### src/rtl/lnk_poll_pkg.sv
package lnk_poll_pkg;

    typedef enum logic [1:0] {
        TXK_FULL  = 2'd0,
        TXK_DPOLL = 2'd1,
        TXK_EPOLL = 2'd2,
        TXK_TERM  = 2'd3
    } txk_e;

    typedef enum logic [2:0] {
        ERR_OK    = 3'd0,
        ERR_TMO   = 3'd1,
        ERR_IO    = 3'd2,
        ERR_NODEV = 3'd3,
        ERR_BUSY  = 3'd4
    } err_e;

    localparam logic [1:0] TAG_ACK    = 2'd0;
    localparam logic [1:0] TAG_BUSY   = 2'd1;
    localparam logic [1:0] TAG_ERR    = 2'd2;
    localparam logic [1:0] TAG_CMDCRC = 2'd3;

    typedef enum logic [2:0] {
        V_ACK,
        V_BUSY,
        V_ERR,
        V_CMDCRC,
        V_BADCRC,
        V_NODEV,
        V_TMO
    } vrd_e;

    typedef enum logic [3:0] {
        S_PADL,
        S_PADW,
        S_IDLE,
        S_TX,
        S_TXW,
        S_RX,
        S_RXW,
        S_BRK,
        S_RESEND,
        S_DONE
    } st_e;

    function automatic int unsigned umax(input int unsigned a, input int unsigned b);
        return (a > b) ? a : b;
    endfunction

endpackage

### src/rtl/lnk_pacer.sv
// Emits a run of idle link ticks at a fixed data level.
module lnk_pacer #(
    parameter int unsigned CW = 8
) (
    input  logic          clk,
    input  logic          rst,
    input  logic          start,
    input  logic [CW-1:0] len,
    input  logic          lvl,
    output logic          tick,
    output logic          level,
    output logic          fin
);
    logic [CW-1:0] left;
    logic          act;
    logic          lvl_q;

    always_ff @(posedge clk) begin
        if (rst) begin
            act   <= 1'b0;
            left  <= '0;
            lvl_q <= 1'b0;
        end else if (start) begin
            act   <= (len != '0);
            left  <= len;
            lvl_q <= lvl;
        end else if (act) begin
            left <= left - 1'b1;
            if (left == CW'(1)) act <= 1'b0;
        end
    end

    assign tick  = act;
    assign level = act & lvl_q;
    assign fin   = act && (left == CW'(1));
endmodule

### src/rtl/lnk_bcnt.sv
// Bounded retry counter: reports when LIM increments have been taken.
module lnk_bcnt #(
    parameter int unsigned LIM = 4
) (
    input  logic clk,
    input  logic rst,
    input  logic clr,
    input  logic inc,
    output logic at_lim
);
    localparam int unsigned W = $clog2(LIM + 2);
    logic [W-1:0] val;

    always_ff @(posedge clk) begin
        if (rst || clr)  val <= '0;
        else if (inc)    val <= val + 1'b1;
    end

    assign at_lim = (val == W'(LIM));
endmodule

### src/rtl/lnk_verdict.sv
// Classifies one received response; timeout outranks check code, which outranks tag.
module lnk_verdict
    import lnk_poll_pkg::*;
(
    input  logic [1:0] tag,
    input  logic       crc_ok,
    input  logic       timeout,
    input  logic       all_ones,
    output vrd_e       verdict
);
    always_comb begin
        if (timeout)        verdict = V_TMO;
        else if (!crc_ok)   verdict = all_ones ? V_NODEV : V_BADCRC;
        else begin
            unique case (tag)
                TAG_ACK:    verdict = V_ACK;
                TAG_BUSY:   verdict = V_BUSY;
                TAG_ERR:    verdict = V_ERR;
                default:    verdict = V_CMDCRC;
            endcase
        end
    end
endmodule

### src/rtl/lnk_poll_seq.sv
module lnk_poll_seq
    import lnk_poll_pkg::*;
#(
    parameter int unsigned DW           = 32,
    parameter int unsigned INIT_CLKS    = 5000,
    parameter int unsigned PAD_CLKS     = 50,
    parameter int unsigned PRIME_CLKS   = 20,
    parameter int unsigned BRK_LO_CLKS  = 50,
    parameter int unsigned BRK_HI_CLKS  = 256,
    parameter int unsigned ECHO_CLKS    = 16,
    parameter int unsigned BRK_SET_CLKS = 16000,
    parameter int unsigned MAX_BUSY     = 200,
    parameter int unsigned EPOLL_MAX    = 11,
    parameter int unsigned CMD_TRIES    = 10
) (
    input  logic          clk,
    input  logic          rst,
    input  logic          ext_mode,
    input  logic          req_valid,
    input  logic          req_break,
    output logic          req_ready,
    output logic          tx_start,
    output logic [1:0]    tx_kind,
    input  logic          tx_done,
    output logic          rx_start,
    input  logic          rx_done,
    input  logic [1:0]    rx_tag,
    input  logic          rx_crc_ok,
    input  logic          rx_timeout,
    input  logic          rx_all_ones,
    input  logic [DW-1:0] rx_data,
    output logic          idle_tick,
    output logic          idle_level,
    output logic          done,
    output logic [2:0]    err,
    output logic [DW-1:0] rd_data,
    output logic          link_lost,
    output logic          addr_inval
);
    localparam int unsigned LMAX =
        umax(umax(umax(INIT_CLKS, PAD_CLKS), umax(PRIME_CLKS, BRK_LO_CLKS)),
             umax(umax(BRK_HI_CLKS, ECHO_CLKS), BRK_SET_CLKS));
    localparam int unsigned CW = $clog2(LMAX + 1);
    localparam int unsigned TRY_LIM = (CMD_TRIES > 0) ? CMD_TRIES - 1 : 0;

    typedef struct packed {
        st_e           st;
        st_e           after;
        logic [CW-1:0] plen;
        logic          plvl;
        txk_e          kind;
        logic          in_term;
        err_e          err;
        logic          lost;
        logic          inval;
        logic [1:0]    bph;
        logic [DW-1:0] data;
    } ctl_t;

    ctl_t q, n;

    function automatic ctl_t pad_to(input ctl_t c, input int unsigned len,
                                    input logic lvl, input st_e nx);
        ctl_t r = c;
        r.plen  = CW'(len);
        r.plvl  = lvl;
        r.after = nx;
        r.st    = S_PADL;
        return r;
    endfunction

    // strobes into the submodules
    logic pace_go, pace_fin;
    logic busy_clr, busy_inc, busy_lim;
    logic ecrc_clr, ecrc_inc, ecrc_lim;
    logic try_clr,  try_inc,  try_lim;
    vrd_e vrd;

    lnk_pacer #(.CW(CW)) u_pacer (
        .clk   (clk),
        .rst   (rst),
        .start (pace_go),
        .len   (q.plen),
        .lvl   (q.plvl),
        .tick  (idle_tick),
        .level (idle_level),
        .fin   (pace_fin)
    );

    lnk_bcnt #(.LIM(MAX_BUSY)) u_busy (
        .clk(clk), .rst(rst), .clr(busy_clr), .inc(busy_inc), .at_lim(busy_lim)
    );

    lnk_bcnt #(.LIM(EPOLL_MAX)) u_ecrc (
        .clk(clk), .rst(rst), .clr(ecrc_clr), .inc(ecrc_inc), .at_lim(ecrc_lim)
    );

    lnk_bcnt #(.LIM(TRY_LIM)) u_try (
        .clk(clk), .rst(rst), .clr(try_clr), .inc(try_inc), .at_lim(try_lim)
    );

    lnk_verdict u_vrd (
        .tag      (rx_tag),
        .crc_ok   (rx_crc_ok),
        .timeout  (rx_timeout),
        .all_ones (rx_all_ones),
        .verdict  (vrd)
    );

    always_comb begin
        n        = q;
        pace_go  = 1'b0;
        busy_clr = 1'b0;
        busy_inc = 1'b0;
        ecrc_clr = 1'b0;
        ecrc_inc = 1'b0;
        try_clr  = 1'b0;
        try_inc  = 1'b0;

        unique case (q.st)
            S_PADL: begin
                pace_go = 1'b1;
                n.st    = S_PADW;
            end

            S_PADW: begin
                if (pace_fin) n.st = q.after;
            end

            S_IDLE: begin
                if (req_valid) begin
                    busy_clr  = 1'b1;
                    ecrc_clr  = 1'b1;
                    try_clr   = 1'b1;
                    n.err     = ERR_OK;
                    n.lost    = 1'b0;
                    n.inval   = 1'b0;
                    n.in_term = 1'b0;
                    if (ext_mode) begin
                        n.err = ERR_BUSY;
                        n.st  = S_DONE;
                    end else if (req_break) begin
                        n     = pad_to(n, BRK_LO_CLKS, 1'b0, S_BRK);
                        n.bph = 2'd1;
                    end else begin
                        n.kind = TXK_FULL;
                        n.st   = S_TX;
                    end
                end
            end

            S_BRK: begin
                unique case (q.bph)
                    2'd1: begin
                        n     = pad_to(q, BRK_HI_CLKS, 1'b1, S_BRK);
                        n.bph = 2'd2;
                    end
                    2'd2: begin
                        n     = pad_to(q, ECHO_CLKS, 1'b0, S_BRK);
                        n.bph = 2'd3;
                    end
                    default: begin
                        n       = pad_to(q, BRK_SET_CLKS, 1'b0, S_DONE);
                        n.bph   = 2'd0;
                        n.inval = 1'b1;
                        n.err   = ERR_OK;
                    end
                endcase
            end

            S_TX: n.st = S_TXW;

            S_TXW: begin
                if (tx_done) n.st = S_RX;
            end

            S_RX: n.st = S_RXW;

            S_RXW: begin
                if (rx_done) begin
                    if (q.in_term) begin
                        n.lost = (vrd != V_ACK);
                        n.err  = ERR_IO;
                        n      = pad_to(n, PRIME_CLKS, 1'b0, S_DONE);
                    end else begin
                        unique case (vrd)
                            V_ACK: begin
                                n.data = rx_data;
                                n.err  = ERR_OK;
                                n      = pad_to(n, PRIME_CLKS, 1'b0, S_DONE);
                            end
                            V_BUSY: begin
                                if (!busy_lim) begin
                                    busy_inc = 1'b1;
                                    n.kind   = TXK_DPOLL;
                                end else begin
                                    n.kind    = TXK_TERM;
                                    n.in_term = 1'b1;
                                end
                                n = pad_to(n, PAD_CLKS, 1'b0, S_TX);
                            end
                            V_BADCRC: begin
                                if (!ecrc_lim) begin
                                    ecrc_inc = 1'b1;
                                    n.kind   = TXK_EPOLL;
                                    n        = pad_to(n, PAD_CLKS, 1'b0, S_TX);
                                end else begin
                                    n.err = ERR_IO;
                                    n     = pad_to(n, PRIME_CLKS, 1'b0, S_DONE);
                                end
                            end
                            V_CMDCRC: n = pad_to(n, PRIME_CLKS, 1'b0, S_RESEND);
                            V_NODEV: begin
                                n.err = ERR_NODEV;
                                n     = pad_to(n, PRIME_CLKS, 1'b0, S_DONE);
                            end
                            V_TMO: begin
                                n.err = ERR_TMO;
                                n     = pad_to(n, PRIME_CLKS, 1'b0, S_DONE);
                            end
                            default: begin
                                n.err = ERR_IO;
                                n     = pad_to(n, PRIME_CLKS, 1'b0, S_DONE);
                            end
                        endcase
                    end
                end
            end

            S_RESEND: begin
                if (try_lim) begin
                    n.err = ERR_IO;
                    n.st  = S_DONE;
                end else begin
                    try_inc  = 1'b1;
                    busy_clr = 1'b1;
                    ecrc_clr = 1'b1;
                    n.kind   = TXK_FULL;
                    n.st     = S_TX;
                end
            end

            S_DONE: n.st = S_IDLE;

            default: n.st = S_IDLE;
        endcase
    end

    always_ff @(posedge clk) begin
        if (rst) begin
            q         <= '0;
            q.st      <= S_PADL;
            q.after   <= S_IDLE;
            q.plen    <= CW'(INIT_CLKS);
            q.plvl    <= 1'b0;
            q.kind    <= TXK_FULL;
            q.err     <= ERR_OK;
        end else begin
            q <= n;
        end
    end

    assign req_ready  = (q.st == S_IDLE);
    assign tx_start   = (q.st == S_TX);
    assign tx_kind    = q.kind;
    assign rx_start   = (q.st == S_RX);
    assign done       = (q.st == S_DONE);
    assign err        = q.err;
    assign rd_data    = q.data;
    assign link_lost  = q.lost;
    assign addr_inval = (q.st == S_DONE) && q.inval;

endmodule

### config.mk
export PLATFORM = sky130hd
export DESIGN_NAME = lnk_poll_seq
export DESIGN_NICKNAME = d
export VERILOG_FILES = /design/src/rtl/lnk_poll_pkg.sv /design/src/rtl/lnk_pacer.sv /design/src/rtl/lnk_bcnt.sv /design/src/rtl/lnk_verdict.sv /design/src/rtl/lnk_poll_seq.sv
export SDC_FILE = /design/constraint.sdc
export NUM_CORES = 1
export LEC_CHECK = 0
export BUFFER_PORTS_ARGS = -buffer_cell sky130_fd_sc_hd__buf_4
export CORE_MARGIN = 4
export CORE_UTILIZATION = 49
export CTS_CLUSTER_DIAMETER = 80
export DETAILED_ROUTE_END_ITERATION = 12
export PLACE_DENSITY_LB_ADDON = 0.2
export SYNTH_ARGS = -nofsm -noshare
export SYNTH_HDL_FRONTEND = slang
export SYNTH_SLANG_ARGS = --single-unit
### constraint.sdc
create_clock -name clk -period 6.9 [get_ports clk]
set_clock_uncertainty 0.15 [all_clocks]
set_input_delay 1.38 -clock clk [delete_from_list [all_inputs] [get_ports clk]]
set_output_delay 1.38 -clock clk [all_outputs]
set_load 0.02 [all_outputs]
Word level (Yosys, flattened, before mapping) --
Cells that the tools add are included.
Operators by class: eq/ne operators 44, $add $sub $neg 4, multiply operators 0, div/mod/pow operators 0, $lt $le $gt $ge 0, reductions and logical operators 24, bitwise operators 10, multiplexer cells 52, shifts and indexed selects 0
Operator list (count):
- $pmux 65 s6 | 1
- $mux 65 | 3
- $pmux 61 s2 | 1
- $pmux 36 s3 | 1
- $mux 61 | 1
- $pmux 19 s3 | 1
- $mux 36 | 1
- $pmux 4 s9 | 1
- $mux 34 | 1
- $ne 2x2->1 const B | 17
- $mux 14 | 2
- $mux 22 | 1
- $mux 1 | 20
- $reduce_and 5->1 | 4
- $mux 19 | 1
- $eq 4x3->1 const B | 4
- $eq 4x4->1 const B | 4
- $mux 4 | 4
- $eq 14x1->1 const B | 1
- $reduce_and 14->1 | 1
- $reduce_bool 14->1 | 1
- $sub 14x1->14 const B | 1
- $mux 3 | 4
- $pmux 3 s4 | 1
- 31 further kinds | 57
Word-level totals: output and inout port bits 45, latch bits 0, memory bits (read-only) 0, memories kept 0, register bits after elaboration 97, word-level logic and storage cells 151, bits in writable memories 0

Logic depth before layout (Yosys ltp) --
Gate-level depths: netlist of the first run.
word-level depth 9, mapped depth 8, mapped depth without buffers 7

Modules after synthesis --
A second synthesis of the first run with hierarchy kept.
Unflattened totals: cell total of the unflattened synthesis 541, area, all modules 4845.9 um^2
Modules (own cells, without submodules):
- lnk_poll_seq | area each 3156.8 um^2, instances 1, cells each 349, sequential area each 1161.1 um^2
- lnk_pacer | area each 878.3 um^2, instances 1, cells each 107, sequential area each 320.3 um^2
- lnk_bcnt (u_busy) | area each 385.4 um^2, instances 1, cells each 43, sequential area each 160.2 um^2
- lnk_bcnt (u_try) | area each 200.2 um^2, instances 1, cells each 20, sequential area each 80.1 um^2
- lnk_bcnt (u_ecrc) | area each 196.4 um^2, instances 1, cells each 18, sequential area each 80.1 um^2
- lnk_verdict | area each 28.8 um^2, instances 1, cells each 4, sequential area each 0.0 um^2

Least setup slack after synthesis of the first run --
Ideal clock, no wire load.
kind input to register, from input rx_tag[1], to register u_busy.val[2], setup time 0.070 ns, data required time 6.680 ns, cell stages on the path 5, data arrival time 2.839 ns, path slack 3.842 ns, path through or4bb_1 nor3_1 nand3_2 or4_1 a21oi_1
Between the ends: cells in the longest elaborated chain, start to end 9, elaborated cells on any way between the ends 11, those cells by class eq/ne: 3; mux: 7; reduce/logical: 1
RTL lines:
- start, declared | RTL line lnk_poll_seq.sv:27 | input logic [1:0] rx_tag,
- $eq 2x2->1, or another cell as far along | RTL line lnk_verdict.sv:15 | unique case (tag)
- $pmux 2 s3 (*) | RTL line lnk_verdict.sv:15
- $mux 3 (*) | RTL line lnk_verdict.sv:13 | else if (!crc_ok) verdict = all_ones ? V_NODEV : V_BADCRC;
- $mux 3 (*) | RTL line lnk_verdict.sv:12 | if (timeout) verdict = V_TMO;
- $eq 3x1->1 (*) | RTL line lnk_poll_seq.sv:186 | unique case (vrd)
- $mux 1 (*) | RTL line lnk_poll_seq.sv:186
- $mux 1 (*) | RTL line lnk_poll_seq.sv:181 | if (q.in_term) begin
- $mux 1 (*) | RTL line lnk_poll_seq.sv:180 | if (rx_done) begin
- $mux 1 (*) | RTL line lnk_poll_seq.sv:120 | unique case (q.st)
- end signal, assigned | RTL line lnk_bcnt.sv:16 | else if (inc) val <= val + 1'b1;
- end, declared | RTL line lnk_bcnt.sv:12 | logic [W-1:0] val;
Every way passes the cells marked *; elsewhere a longest branch is shown, timed or not. A chain may end at the register's enable or synchronous reset.

Worst setup path in the final report of the first run --
from register q[61] (netlist bit), to output addr_inval
Between the ends: cells in the longest elaborated chain, start to end 2
RTL lines:
- start, declared | RTL line lnk_poll_seq.sv:60 | ctl_t q, n;
- start signal, assigned | RTL line lnk_poll_seq.sv:259 | q <= n;
- $eq 4x4->1 | RTL line lnk_poll_seq.sv:271 | assign addr_inval = (q.st == S_DONE) && q.inval;
- $logic_and 1x1->1 | RTL line lnk_poll_seq.sv:271
- end, declared | RTL line lnk_poll_seq.sv:38 | output logic addr_inval
No other way between the ends.

==> flow_summary.toml, run 1 <==
[routing]
ant_nets = 0
via_count = 3646
vias_per_cell = 5.474
routedWlPerCell_microns = 14.93
dr.pass1.iters = 4
drt_iter0_drc = 113
drt-total-wl_mm = 9.943
drc = 0

[pwr]
total_power_uw = 1318
p_sw_frac = 0.3542
p_sw_uw = 466.7
ir_drop_mv = 0.1122
cellPowerDensity_nw_per_um2 = 255.7
p_leak_uw = 0.001948
seqPwrFrac = 0.486
p_comb_frac = 0.245
p_int_uw = 850.8
power_frac_clock = 0.269

[placement]
port_buffers = 88
hpwlAfterDp_mm = 7.282
globalplace.congestion = 0.8229

[timing]
timing.setup.tns_ps = 0
fin_hold_ws_ps = 306.4
rsz0062_at_grt = "false"
setup_viol = 0
timing.final.crit_share = 0.5134
worstMarginPinSlew_ps = 815.0
slew_headroom = 0.4559
finalHoldViolations = 0
drv_slew = 0
clock.fmax_mhz = 282.3
fin_crit_ps = 3542

[setup_path]
critPathMaxFanout = 18
cp-end-kind = "output port"
crit_family = "flip-flops"
critPathBufInv = 1
cp.arrival_ps = 2010
path_cells = "nor2b_1 > and3b_1 > and2_1 > buf_4"
crit_required_ps = 5370
worstSetupPathType = "reg -> out"
critPathMaxStageDelay_ps = 800
cp-start-kind = "register"
cp_slowest_cell = "dfxtp_1"

[grt]
track_usage = 0.1817
grt_overflow_total = 0
grt_antenna_before_repair = 0
grt_pass1_wl_mm = 16.77
grt_start_max_net_pins = 62
grt_pass1_vias = 3516

[layout]
nets = 606
fillers = 810
drive_above_1_share = 0.2204
layout.cells.most_common = "dfxtp_1"
diodes = 0
final_cell_mix = "dfxtp_1, buf_4, nor2_1"
area_growth_pct = 12.79

[synthesis]
ys_seq_area_frac = 0.3943
synth_nets = 569
avgSynthCellArea_sq_um = 8.855
yosysWarnings = 0
synth_edf_count = 0
yosysUniqueCellTypes = 60
synth_seq_cells = 90
netlist_area_sq_um = 4569
async_flop_share = 0
synth_cells = 516
synth_flop_cell = "dfxtp_1"

[clock_tree]
htree_levels = 3
post_cts_resized = 0
path_clk_slew_ps = 100
post-cts-setup-buffers = 0
root_buffer = "clkbuf_8"
cts_tree = "built"
numCtsBuffers = 9
worstSkewPairLatency_ps = 370
cts_hold_repair.buffers = 0
clk_path_buf_depth = 2
cts_num_sinks = 90

[run]
maxCapViolCount = 0

[run_status]
status = "finished clean"

[worst_hold_path]
hp-class = "reg -> reg"

[floorplan]
rows = 34
num_io_pins = 89
die_x_microns = 104.6
initial_core_util = 0.5139
die_area_sq_um = 10930
die_h_microns = 104.6
core_sq_um = 8891
==> power groups by stage <==
stage | clock network (uW) | registers, uW | logic [uW]
finish | 354 | 641 | 323
global route | 383 | 650 | 360
CTS | 364 | 640 | 324
detailed placement | 0 | 652 | 321
global placement | 0 | 649 | 315
floorplan | 0 | 614 | 280
==> tightest hold or removal path, stage by stage, from the launching register on <==
cell,delay [ps]
dfxtp_1,310
nand2_1,50
a21oi_1,50
==> per-layer routing <==
layer	vias to the layer above	global-route usage	share of wire	routed length (microns)
met3	12	0.02959	0.051	508
li1	1852	-	-	-
met5	-	0	0	0
met2	87	0.3021	0.49	4825
met1	1695	0.2386	0.45	4444
met4	0	0.06648	0.016	163
==> area by class of cell <==
| class | instances | area, sq um | area share |
|---|---|---|---|
| tap | 108 | 135.1 | 0.02622 |
| timing repair buffer | 89 | 668.1 | 0.1296 |
| multi-input combinational | 352 | 2315 | 0.4491 |
| sequential | 90 | 1802 | 0.3496 |
| inverter | 11 | 41.29 | 0.008012 |
| clock inverter | 7 | 68.82 | 0.01335 |
| clock buffer | 9 | 123.9 | 0.02404 |
==> synth_stat cells, types with 2 or more instances <==
master    count  area (sq um)
inv_1        10         37.54
nor2_1       73         274.0
buf_4        40         300.3
and3b_1       3         26.28
a31oi_1       2         12.51
or3b_2        2         17.52
nor2b_1       6         37.54
nand2b_1      5         31.28
nor3_1       10         50.05
a21oi_1      36         180.2
o21ai_0      19         95.09
xnor2_1      12         105.1
dfxtp_1      90          1802
nand4_1       5         31.28
buf_6         3         33.78
xor2_1        9         78.83
o22ai_1       3         18.77
and2_1        5         31.28
nand3_1       6         30.03
a221o_1       2         20.02
nor3b_1       2         15.01
or3_1         8         50.05
o211ai_1      2         15.01
nand2_1      30         112.6
mux2i_1      35         350.3
or4_1         6         45.04
nor4b_4       3         71.32
nand4b_1      5         43.79
and3_1        5         31.28
a211oi_1      6         45.04
o21a_1        6         45.04
o31ai_1       2         15.01
nand3b_1      3         22.52
a22oi_1       4         30.03
buf_2         2         10.01
ha_1          9         112.6
nor4b_1       2         17.52
nor4_1        6         37.54
clkbuf_1     17         63.81
or4_4         2         22.52
==> cell families (layout without fill, tap and decap cells) <==
kind of cell / Yosys count / in the layout / synth area share
compound gates: 90 / 90 / 0.1227
flops: 90 / 90 / 0.3943
xor+xnor: 21 / 21 / 0.04025
buf+inv: 74 / 116 / 0.09912
simple gates: 197 / 197 / 0.2423
fa+ha+maj: 9 / 9 / 0.02464
mux: 35 / 35 / 0.07667
==> sequential cells by signal, summed over array words and instances, names as in the netlist <==
| signal | cells |
|---|---|
| u_pacer.left | 14 |
| u_busy.val | 8 |
| u_try.val | 4 |
| u_ecrc.val | 4 |
| rd_data | 32 |
| q | 20 |
| u_pacer.lvl_q | 1 |
| link_lost | 1 |
| tx_kind | 2 |
| err | 3 |
| u_pacer.tick | 1 |
==> worst paths after layout <==
path / slack (ps) / to / startpoint / depth (start not counted)
worst min register to register: 310 / u_pacer.lvl_q / u_pacer.lvl_q / 2
worst max register to register: 4020 / rd_data[28] / q[63] / 6
worst min-delay path: 310 / u_pacer.lvl_q / u_pacer.lvl_q / 2
worst max-delay path: 3360 / addr_inval / q[61] / 4
==> through the flow <==
stage	instance area, sq um	cells	worst slack [ps]	util
6_report	5154	666	3358	0.5797
5_1_grt	5154	666	3265	0.5797
4_1_cts	5154	666	3366	0.5797
3_5_place_dp	4961	650	3488	0.5580
3_3_place_gp	4961	650	3532	0.5580
2_1_floorplan	4569	516	3842	-
Note: power is estimated with default switching activity, not from simulation.
==> run 2: changes to the inputs <==
==> constraint.sdc (replaced) <==
create_clock -name clk -period 3.15 [get_ports clk]
set_clock_uncertainty 0.15 [all_clocks]
set_input_delay 0.63 -clock clk [delete_from_list [all_inputs] [get_ports clk]]
set_output_delay 0.63 -clock clk [all_outputs]
set_load 0.02 [all_outputs]
==> run 2 against run 1 <==
Net effect: via count grew 1.4%; design area grew 0.78%; global-route usage grew 0.59 points; non-clock buffer count grew 3; combinational power grew 120%; sequential power grew 120%; critical endpoint is now q[45].
==> flow_summary.toml, run 2 (synthesized netlist as in run 1, its figures left out) <==
[clock_tree]
clk_path_buf_depth = 2
numCtsBuffers = 9
path_clk_slew_ps = 100
post-cts-setup-buffers = 0
htree_levels = 3
worstSkewPairLatency_ps = 370
post_cts_resized = 0
cts_hold_repair.buffers = 0
cts_num_sinks = 90
cts_tree = "built"
root_buffer = "clkbuf_8"

[pwr]
p_sw_frac = 0.3578
p_sw_uw = 1038
cellPowerDensity_nw_per_um2 = 558.6
p_comb_frac = 0.248
power_frac_clock = 0.269
ir_drop_mv = 0.2629
total_power_uw = 2901
p_int_uw = 1863
seqPwrFrac = 0.483
p_leak_uw = 0.001966

[routing]
ant_nets = 0
routed.top_layer = "met4"
drc = 0
met1Wirelength_mm = 4.696
drt-total-wl_mm = 10.23
dr_wl_met2_mm = 4.864
dr.pass1.iters = 5
via_count = 3698
vias_per_cell = 5.528
drt_iter0_drc = 217
routedWlPerCell_microns = 15.29
wl_met3_microns = 530

[timing]
finalHoldViolations = 0
setup_viol = 0
slew_headroom = 0.4622
timing.final.crit_share = 0.8938
clock.fmax_mhz = 355.2
rsz0062_at_grt = "false"
worstMarginPinSlew_ps = 805.6
timing.setup.tns_ps = 0
fin_crit_ps = 2816
drv_slew = 0

[worst_hold_path]
hp-class = "reg -> reg"

[setup_path]
cp.arrival_ps = 2970
reg2reg_to = "q[45]"
worstSetupPathType = "reg -> reg"
crit_path_end = "q[45]"
ff2ff_path_depth = 5
cp-start-kind = "register"
regToRegStartpoint = "q[63]"
crit_required_ps = 3300
cp-end-kind = "register"
regToRegSetupSlack_ps = 330
critPathMaxFanout = 20
startpoint = "q[63]"

[floorplan]
die_x_microns = 104.6
num_io_pins = 89
initial_core_util = 0.5139
die_h_microns = 104.6
die_area_sq_um = 10930
core_sq_um = 8891
rows = 34

[grt]
track_usage = 0.1876
grt_start_max_net_pins = 61
grt_pass1_wl_mm = 16.91
grt_antenna_before_repair = 0
grt_overflow_total = 0
grt_pass1_vias = 3474

[layout]
fillers = 807
nets = 609
diodes = 0
largest_register_ffs = 32
final_cell_mix = "buf_4, dfxtp_1, nor2_1"
layout.cells.most_common = "buf_4"
post-route-util = 0.5842
drive_above_1_share = 0.2246
area_growth_pct = 13.66

[run_status]
status = "finished clean"

[placement]
globalplace.congestion = 0.8284
port_buffers = 88
hpwlAfterDp_mm = 7.492

[run]
maxCapViolCount = 0
## run 2: changes by cell type in the layout (fill, tap and decap cells not counted), sizes merged
| cell | change |
|---|---|
| inv | -3 |
| clkinv | +3 |
| buf | +3 |
## run 2: per-stage QoR
stage	hold WS (ps)	worst slack, ps	area, sq um	cells
6_report	307.2	334.5	5194	669
5_1_grt	329.5	167.4	5194	669
4_1_cts	309.7	359.3	5194	669
3_5_place_dp	295.9	445.2	4996	653
3_3_place_gp	289.4	494.9	4996	653
2_1_floorplan	281.5	841.6	4569	516
## run 2: layer usage
| layer | global-route usage | up-vias |
|---|---|---|
| met5 | 0 | - |
| met4 | 0.05983 | 0 |
| met3 | 0.04316 | 14 |
| met2 | 0.3040 | 81 |
| met1 | 0.2486 | 1741 |
| li1 | - | 1862 |
## run 2: layout make-up
type                    count  area, sq um  share of cell area
clock buffers               9        123.9             0.02385
clock inverters             7        73.82             0.01421
inverters                  11        41.29            0.007950
multi-input cells         352         2315              0.4457
flip-flops and latches     90         1802              0.3469
well taps                 108        135.1             0.02602
repair buffers             92        703.2              0.1354
## run 2: how the worst min path moves through the flow
stage,startpoint,end,depth (start not counted)
detailed placement,u_pacer.lvl_q,u_pacer.lvl_q,2
floorplan,q[42],u_pacer.lvl_q,2
global route,rx_data[23],rd_data[23],3
finish,u_pacer.lvl_q,u_pacer.lvl_q,2
CTS,u_pacer.lvl_q,u_pacer.lvl_q,2
global placement,u_pacer.lvl_q,u_pacer.lvl_q,2
## run 2: critical path: stages (launching register included)
cell	delay, ps
dfxtp_1	860
mux2i_1	270
a22oi_2	420
nor2b_1	600
o211ai_1	250
a21oi_1	180
## run 2: power groups by stage
stage | clock [uW] | sequential [uW] | combinational [uW]
floorplan | 0 | 1340 | 614
global placement | 0 | 1420 | 701
detailed placement | 0 | 1430 | 714
CTS | 796 | 1400 | 719
global route | 850 | 1430 | 796
finish | 781 | 1400 | 718
==> run 3: changes to the inputs <==
--- a/config.mk
+++ b/config.mk
@@ -7,7 +7,7 @@
 export LEC_CHECK = 0
 export BUFFER_PORTS_ARGS = -buffer_cell sky130_fd_sc_hd__buf_4
 export CORE_MARGIN = 4
-export CORE_UTILIZATION = 49
+export CORE_UTILIZATION = 40
 export CTS_CLUSTER_DIAMETER = 80
 export DETAILED_ROUTE_END_ITERATION = 12
 export PLACE_DENSITY_LB_ADDON = 0.2
==> run 3 against run 2 <==
Net effect: routed wire length is 3.3% higher; count of clock-buffer cells in the layout stayed put; critical path type unchanged; die area is 21% higher; cell count is 4.8% higher; global-route usage is 2.9 points lower; worst hold slack worse by 5.2 ps; first-iteration DRC count is 16% lower; power is 12% higher; sequential power hardly changed; flip-flop and latch count stayed put.
==> flow_summary.toml, run 3 (synthesized netlist as in run 1, its figures left out) <==
[floorplan]
rows = 38
core_sq_um = 11030
num_io_pins = 89
initial_core_util = 0.4142
die_x_microns = 114.9
die_area_sq_um = 13200
die_h_microns = 114.9

[clock_tree]
cts_num_sinks = 90
post_cts_resized = 0
clk_path_buf_depth = 2
path_clk_slew_ps = 70
cts_hold_repair.buffers = 0
root_buffer = "clkbuf_16"
post-cts-setup-buffers = 0
numCtsBuffers = 9
worstSkewPairLatency_ps = 340
htree_levels = 3
cts_tree = "built"

[layout]
final_cell_mix = "buf_4, dfxtp_1, nor2_1"
drive_above_1_share = 0.2246
stdcell_area_sq_um = 5351
diodes = 0
largest_register_ffs = 32
fin_cells = 701
layout.cells.most_common = "buf_4"
fillers = 1069
nets = 609
area_growth_pct = 17.11

[timing]
worstMarginPinSlew_ps = 806.4
clock.fmax_mhz = 363.2
setup_viol = 0
timing.final.crit_share = 0.8741
setup_ws_ps = 396.5
rsz0062_at_grt = "false"
slew_headroom = 0.4617
drv_slew = 0
timing.setup.tns_ps = 0
fin_crit_ps = 2754
finalHoldViolations = 0

[placement]
globalplace.congestion = 0.7938
numPlacedInstances = 685
hpwlAfterDp_mm = 7.752
pre_cts_ws_ps = 466.2
port_buffers = 88
dpl_cell_area_sq_um = 5036

[grt]
grt_antenna_before_repair = 0
grt_overflow_total = 0
grt_pass1_vias = 3497
grt_pass1_wl_mm = 17.09
grt_start_max_net_pins = 61
track_usage = 0.1584

[setup_path]
critPathMaxStageDelay_ps = 840
critPathMaxFanout = 20
reg2reg_to = "q[45]"
cp.arrival_ps = 2870
cp-end-kind = "register"
path_cells = "mux2i_1 > a22oi_2 > nor2b_1 > o211ai_1 > a21oi_1"
cp-start-kind = "register"
worstSetupPathType = "reg -> reg"
ff2ff_path_depth = 5
regToRegStartpoint = "q[63]"
crit_required_ps = 3270
regToRegSetupSlack_ps = 400
crit_family = "flip-flops"
cp_slowest_cell = "dfxtp_1"
critPathBufInv = 0

[run_status]
status = "finished clean"

[pwr]
ir_drop_mv = 0.3526
p_leak_uw = 0.002019
cellPowerDensity_nw_per_um2 = 607.2

[worst_hold_path]
holdPathStages = 2
hp-start = "u_pacer.lvl_q"
hp-class = "reg -> reg"
hold_path_end = "u_pacer.lvl_q"

[routing]
routedWlPerCell_microns = 15.08
drt-total-wl_mm = 10.57
drt_iter0_drc = 182
ant_nets = 0
vias_per_cell = 5.161
drc = 0
via_count = 3618
dr.pass1.iters = 4

[run]
maxCapViolCount = 0
[run 3: changes by cell type in the layout (fill, tap and decap cells not counted)]
cell	delta
inv_8	-2
clkbuf_8	-9
inv_6	+4
clkbuf_16	+9
bufinv_16	+1
clkinv_4	-3
[run 3: final cells by class]
class                      count  area [sq um]  area share
tap                          140         175.2     0.03273
clock buffer                   9         225.2     0.04209
clock inverter                 7         90.09     0.01683
timing repair buffer          92         703.2      0.1314
multi-input combinational    352          2315      0.4325
inverter                      11         41.29    0.007716
sequential                    90          1802      0.3367
[run 3: tightest hold or removal path, cell delays in order (launching register included)]
cell and delay [ps]:
dfxtp_1 310, nand2_1 50, a21oi_1 50
[run 3: where the power goes]
| group | switching [uW] | internal (uW) | leakage (uW) |
|---|---|---|---|
| combinational | 403 | 315 | 0.00114 |
| sequential | 166 | 1240 | 0.000729 |
| clock | 491 | 635 | 0.000154 |
| total | 1060 | 2190 | 0.00202 |
[run 3: per-layer routing]
layer / track usage / vias to the layer above / part of all wire
li1: - / 1860 / -
met1: 0.2027 / 1691 / 0.45
met2: 0.2677 / 61 / 0.50
met3: 0.03421 / 6 / 0.041
met4: 0.04773 / 0 / 0.0077
met5: 0 / - / 0
[run 3: how the worst max path moves through the flow]
stage | slack (ps) | cells after the start | end | start
floorplan | 840 | 5 | u_busy.val[2] | rx_tag[1]
global placement | 480 | 5 | q[45] | q[63]
detailed placement | 470 | 5 | q[45] | q[63]
CTS | 420 | 4 | addr_inval | q[61]
global route | 190 | 5 | q[59] | q[63]
finish | 400 | 5 | q[45] | q[63]
[run 3: stage by stage]
stage	total power [uW]	utilization	hold slack, ps
after global routing	3435	0.4851	338.5
after global placement	2134	0.4566	294.4
after detailed placement	2143	0.4566	294.9
after floorplan	1959	-	281.5
final	3250	0.4851	302.0
after CTS	3277	0.4851	305.1
